### src/rtl/nowait_sram_pkg.sv
package nowait_sram_pkg;
   typedef enum logic [1:0] {
      OP_IDLE  = 2'd0,
      OP_READ  = 2'd1,
      OP_WRITE = 2'd2
   } op_e;
endpackage

### src/rtl/nowait_cmd.sv
module nowait_cmd
   import nowait_sram_pkg::*;
#(
   parameter int ADDR_W = 6,
   parameter int LANES  = 4
) (
   input  logic              clk,
   input  logic              rst_n,
   input  logic              step,
   input  logic              sleep_req,
   input  logic              load_n,
   input  logic              wr_n,
   input  logic              chip_on,
   input  logic [ADDR_W-1:0] a_in,
   input  logic [LANES-1:0]  lane_we_n,
   input  logic              burst_ilv,
   output op_e               cur_op,
   output logic [ADDR_W-1:0] cur_addr,
   output logic [LANES-1:0]  cur_mask_n
);
   localparam int CNT_W = 2;

   op_e               op_q;
   logic [ADDR_W-1:0] base_q;
   logic [CNT_W-1:0]  cnt_q;
   logic [LANES-1:0]  mask_q;
   logic [CNT_W-1:0]  cnt_nx;
   logic [CNT_W-1:0]  low_nx;

   assign cnt_nx = cnt_q + 1'b1;
   assign low_nx = burst_ilv ? (base_q[CNT_W-1:0] ^ cnt_nx)
                             : (base_q[CNT_W-1:0] + cnt_nx);

   always_comb begin
      cur_op     = OP_IDLE;
      cur_addr   = a_in;
      cur_mask_n = lane_we_n;
      if (!sleep_req) begin
         if (!load_n) begin
            if (chip_on) cur_op = wr_n ? OP_READ : OP_WRITE;
         end else begin
            cur_op     = op_q;
            cur_addr   = {base_q[ADDR_W-1:CNT_W], low_nx};
            cur_mask_n = mask_q;
         end
      end
   end

   always_ff @(posedge clk or negedge rst_n) begin
      if (!rst_n) begin
         op_q   <= OP_IDLE;
         base_q <= '0;
         cnt_q  <= '0;
         mask_q <= '1;
      end else if (step && !sleep_req) begin
         if (!load_n) begin
            op_q   <= cur_op;
            base_q <= a_in;
            cnt_q  <= '0;
            mask_q <= lane_we_n;
         end else begin
            cnt_q  <= cnt_nx;
         end
      end
   end
endmodule

### src/rtl/nowait_lane.sv
module nowait_lane #(
   parameter int ADDR_W = 6,
   parameter int LANE_W = 8
) (
   input  logic              clk,
   input  logic              rst_n,
   input  logic              step,
   input  logic              wr_en,
   input  logic [ADDR_W-1:0] wr_addr,
   input  logic [LANE_W-1:0] wr_data,
   input  logic              rd_en,
   input  logic [ADDR_W-1:0] rd_addr,
   output logic [LANE_W-1:0] rd_q
);
   localparam int DEPTH = 1 << ADDR_W;

   logic [LANE_W-1:0] store [DEPTH];
   logic              hit;

   assign hit = wr_en && (wr_addr == rd_addr);

   always_ff @(posedge clk) begin
      if (step && wr_en) store[wr_addr] <= wr_data;
   end

   always_ff @(posedge clk or negedge rst_n) begin
      if (!rst_n)              rd_q <= '0;
      else if (step && rd_en)  rd_q <= hit ? wr_data : store[rd_addr];
   end
endmodule

### src/rtl/nowait_sram.sv
module nowait_sram
   import nowait_sram_pkg::*;
#(
   parameter int ADDR_W = 6,
   parameter int LANES  = 4,
   parameter int LANE_W = 8
) (
   input  logic                    clk,
   input  logic                    rst_n,
   input  logic [ADDR_W-1:0]       a_in,
   input  logic                    load_n,
   input  logic                    wr_n,
   input  logic                    sel0_n,
   input  logic                    sel1,
   input  logic                    sel2_n,
   input  logic                    clk_en_n,
   input  logic [LANES-1:0]        lane_we_n,
   input  logic                    burst_ilv,
   input  logic                    out_en_n,
   input  logic                    sleep_req,
   input  logic [LANES*LANE_W-1:0] wdata,
   output logic [LANES*LANE_W-1:0] rdata,
   output logic                    rvalid
);
   localparam int WORD_W = LANES * LANE_W;

   if (ADDR_W < 3) begin : g_bad_addr
      $error("nowait_sram: ADDR_W must be at least 3");
   end
   if (LANES < 1 || LANE_W < 1) begin : g_bad_lane
      $error("nowait_sram: LANES and LANE_W must be positive");
   end

   logic              step;
   logic              chip_on;
   op_e               cur_op;
   logic [ADDR_W-1:0] cur_addr;
   logic [LANES-1:0]  cur_mask_n;
   logic              pend_wr;
   logic [ADDR_W-1:0] pend_addr;
   logic [LANES-1:0]  pend_mask_n;
   logic              rvalid_q;
   logic              rd_go;

   assign step    = !clk_en_n;
   assign chip_on = !sel0_n && sel1 && !sel2_n;
   assign rd_go   = (cur_op == OP_READ);

   nowait_cmd #(.ADDR_W(ADDR_W), .LANES(LANES)) u_cmd (
      .clk        (clk),
      .rst_n      (rst_n),
      .step       (step),
      .sleep_req  (sleep_req),
      .load_n     (load_n),
      .wr_n       (wr_n),
      .chip_on    (chip_on),
      .a_in       (a_in),
      .lane_we_n  (lane_we_n),
      .burst_ilv  (burst_ilv),
      .cur_op     (cur_op),
      .cur_addr   (cur_addr),
      .cur_mask_n (cur_mask_n)
   );

   always_ff @(posedge clk or negedge rst_n) begin
      if (!rst_n) begin
         pend_wr     <= 1'b0;
         pend_addr   <= '0;
         pend_mask_n <= '1;
         rvalid_q    <= 1'b0;
      end else if (step) begin
         pend_wr     <= (cur_op == OP_WRITE);
         pend_addr   <= cur_addr;
         pend_mask_n <= cur_mask_n;
         rvalid_q    <= rd_go;
      end
   end

   logic [WORD_W-1:0] rd_word;

   for (genvar i = 0; i < LANES; i++) begin : g_lane
      nowait_lane #(.ADDR_W(ADDR_W), .LANE_W(LANE_W)) u_lane (
         .clk     (clk),
         .rst_n   (rst_n),
         .step    (step),
         .wr_en   (pend_wr && !pend_mask_n[i]),
         .wr_addr (pend_addr),
         .wr_data (wdata[i*LANE_W +: LANE_W]),
         .rd_en   (rd_go),
         .rd_addr (cur_addr),
         .rd_q    (rd_word[i*LANE_W +: LANE_W])
      );
   end

   assign rdata  = rd_word;
   assign rvalid = rvalid_q && !out_en_n && !sleep_req;
endmodule

### config.mk
export PLATFORM = sky130hd
export DESIGN_NAME = nowait_sram
export DESIGN_NICKNAME = d
export VERILOG_FILES = /design/src/rtl/nowait_sram_pkg.sv /design/src/rtl/nowait_cmd.sv /design/src/rtl/nowait_lane.sv /design/src/rtl/nowait_sram.sv
export SDC_FILE = /design/constraint.sdc
export NUM_CORES = 2
export LEC_CHECK = 0
export BUFFER_PORTS_ARGS = -buffer_cell sky130_fd_sc_hd__buf_2
export CELL_PAD_IN_SITES_DETAIL_PLACEMENT = 1
export CELL_PAD_IN_SITES_GLOBAL_PLACEMENT = 1
export CORE_MARGIN = 4
export CORE_UTILIZATION = 47
export CTS_CLUSTER_DIAMETER = 200
export DETAILED_ROUTE_END_ITERATION = 6
export PLACE_DENSITY_LB_ADDON = 0.1
export SLEW_MARGIN = 40
export SYNTH_ARGS = -nofsm -noshare
export SYNTH_HDL_FRONTEND = slang
export SYNTH_SLANG_ARGS = --single-unit
### constraint.sdc
create_clock -name clk -period 6.8 [get_ports clk]
set_clock_uncertainty 0.15 [all_clocks]
set_input_delay 1.02 -clock clk [delete_from_list [all_inputs] [get_ports clk]]
set_output_delay 1.02 -clock clk [all_outputs]
set_load 0.02 [all_outputs]
==> results.toml <==
[timing]
setup_viol = 0
timing.setup.tns_ns = 0
maxSlewViolCount = 0
final_hold_viol_count = 0
slew_headroom_pct = 32.47
fin_crit_ns = 4.659
rsz0062_at_grt = "false"
fin_crit_sh_pct = 68.52
max_freq_ghz = 0.2146
worst_pin_slew_ns = 1.011
hold_ws_ns = 0.2682

[routing]
post_drt_wl_per_cell_um = 35.57
viasPerCell = 6.424
ant_nets = 0
drt_iter0_drc = 8340
routed_wl_um = 318500
remaining_drc_errors = 0
vias = 57520
dr.pass1.iters = 6

[worst_hold_path]
min_path_type = "input port to register"
min_from = "lane_we_n[3]"
holdPathStages = 2
min_to = "u_cmd.mask_q[3]$_DFFE_PN1P_"

[power]
ir_drop_uv = 321.7
power.leakage_nw = 31.96
finalPower_w = 0.03038
power_density_nw_per_um2 = 317.9

[critical_path]
reg2reg_depth = 13
setup.worst_path.start_class = "register"
worstPathCellList = "inv_1, ha_1, and3b_1, a21o_4, buf_12, buf_12, nand2_1, and3_1, a311oi_1, a211oi_1, nor4_1, a31oi_1, o21ai_1"
slowest_delay_ns = 0.75
critPathBufInv = 3
regToRegSetupSlack_ns = 2.14
reg2reg_to = "g_lane[2].u_lane.rd_q[0]$_DFFE_PN0P_"
cp-end-kind = "register"
slowest_stage = "nor4_1"
crit_required_ns = 7.45
crit_family = "simple AND/OR/NAND/NOR gates"
path_class = "register to register"
cpMostUsedCell = "buf_12"
critPathMaxFanout = 48
arrival_ns = 5.31
r2r-start = "u_cmd.cnt_q[0]$_DFFE_PN0P_"

[cts]
insertion_delay_ns = 0.86
cts.repair.resized = 0
cts_buffer_depth = 3
clk_pin_slew_ns = 0.06
clock-root-buffer = "clkbuf_16"
cts.sinks = 2106
h-tree-depth = 4
cts_made_buffers = 216
tritoncts = "done"

[global_route]
use_met2_pct = 49.44
grtUsageMet1_pct = 47.84
grt_use_total_pct = 33.88
grt_max_degree = 96
grt-busiest-layer = "met2"
grt_first_pass_wirelength_um = 445300
grt_pass1_vias = 56820
grt_overflow_total = 0
use_met3_pct = 8.313
antenna_found_initial = 28

[finish]
layout_common_cells = "2048 x edfxtp_1, 1585 x nand2_1, 622 x nand3_1, 255 x a21oi_1, 248 x nor2_2"
layout_commonest_cell = "edfxtp_1"
stdcell_count = 8955
final_nets = 6464
syn_to_final_growth_pct = 13.17
final_area_um2 = 95560
area.sequential_um2 = 62960
fillCellCount = 17350
multiInputGateArea_um2 = 20340
drive_gt1_share_pct = 14.82

[yosys]
synth.area.mux_share_pct = 2.531
synthFlopType = "edfxtp_1"
synth_edf_count = 2048
ys_seq_area_share_pct = 74.56
synth_largest_area_cell = "edfxtp_1"
ys_warn_count = 0
synth_area_per_cell_um2 = 13.37
synth_compound_area_share_pct = 6.380
synthXorXnorAreaFrac_pct = 0.09928
syn_area_um2 = 84440
syn-instance-count = 6315
synth_top_area_share_pct = 72.83
synth_top_family_by_area = "simple AND/OR/NAND/NOR gates"
ys_ff_latch = 2106
async_flop_share_pct = 2.754
synth_fa_ha_area_share_pct = 0.01482
synthTopCellsByArea = "edfxtp_1 73%, nand2_1 7.2%, nand3_1 3.7%"
synthesis.nets = 6369
synth.distinct_cells = 80
synth-simple-area-share_pct = 13.93

[floorplan]
die_x_um = 431.9
die_area_um2 = 186500
die_h_um = 431.9
start_util_pct = 47.28
core_area_um2 = 178600
rows = 155
io_pins = 86

[placed_design]
dp.cells = 8543
io_buffers = 85
place.gp.congestion = 0.8911
placed_area_um2 = 88570
place.detailed.hpwl_um = 198200

[flow_run]
drv_cap = 0

[outcome]
status = "finished clean"
## routing by layer
| metal | routed length [um] | share of wire, % |
|---|---|---|
| met1 | 128400 | 40 |
| met2 | 139800 | 44 |
| met5 | 67 | 0.021 |
| met3 | 33500 | 11 |
| met4 | 16690 | 5.2 |
## synthesized netlist by cell type, types with 7 or more instances
library cell  instances
edfxtp_1           2048
buf_6                 7
buf_4                48
dfstp_2               8
a211oi_1             46
a22oi_1              49
nor2_1              303
buf_2               216
a311oi_1             52
a21oi_1             255
dfrtp_1              50
o221ai_1             17
xnor2_1               7
mux2i_1             132
o22ai_1              32
a22o_1               17
inv_1                10
nand2_1            1618
mux4_2               20
nand3_1             622
nor3_1               46
a221o_1               8
o211ai_1             10
and3_1               88
mux2_2               28
nor3b_1               8
o21ai_0              90
o21ai_1              17
buf_1                42
nand2b_1              8
clkbuf_1            101
nor4_1               41
a31oi_1             115
a221oi_1             44
## what timing repair did
item,4_1_cts,5_1_grt
setup buffers,0,0
endpoints found under the hold margin,12,0
hold buffers,1,0
## cell type report
cell class              instances  area share, %
flip-flops and latches       2106          65.88
clock inverters               101         0.8340
repair buffers                291          2.607
inverters                      10        0.03928
multi-input cells            3785          21.29
clock buffers                 298          6.239
diodes                          9        0.02357
well taps                    2355          3.083
## stage by stage
step	util (%)	setup slack, ns
floorplan	-	3.307
global placement	49.14	1.468
detailed placement	49.59	1.705
CTS	53.38	2.240
global route	53.49	2.023
finish	53.50	2.141
## kinds of logic after synthesis
logic type,Yosys count
simple gates,2772
compound gates,821
mux,183
fa+ha+maj,1
xor+xnor,8
buf+inv,424
flops,2106
## registers in the layout, indices dropped and copies added (netlist names), 2 cells and up
register,flops
g_lane.u_lane.store,2048
u_cmd.mask_q,4
g_lane.u_lane.rd_q,32
u_cmd.cnt_q,2
u_cmd.base_q,6
pend_addr,6
u_cmd.op_q,2
pend_mask_n,4
## worst max-delay path by stage
stage                     cells after the start                                   end                  startpoint  slack (ns)
final                                        13  g_lane[2].u_lane.rd_q[0]$_DFFE_PN0P_  u_cmd.cnt_q[0]$_DFFE_PN0P_        2.14
after global routing                         13  g_lane[3].u_lane.rd_q[7]$_DFFE_PN0P_  u_cmd.cnt_q[0]$_DFFE_PN0P_        2.02
after CTS                                    13  g_lane[3].u_lane.rd_q[7]$_DFFE_PN0P_  u_cmd.cnt_q[0]$_DFFE_PN0P_        2.24
after detailed placement                     11  g_lane[1].u_lane.rd_q[1]$_DFFE_PN0P_                      load_n        1.70
after global placement                       11  g_lane[1].u_lane.rd_q[7]$_DFFE_PN0P_                      load_n        1.47
after floorplan                              11  g_lane[3].u_lane.rd_q[7]$_DFFE_PN0P_                      load_n        3.31
## report_power, final
group	switching [W]	total [W]	leakage, nW	internal (W)
registers	0.000180	0.0145	19.1	0.0143
clock network	0.00506	0.0116	3.33	0.00651
logic	0.00316	0.00430	9.51	0.00114
Power figures use the tool's default switching activity.
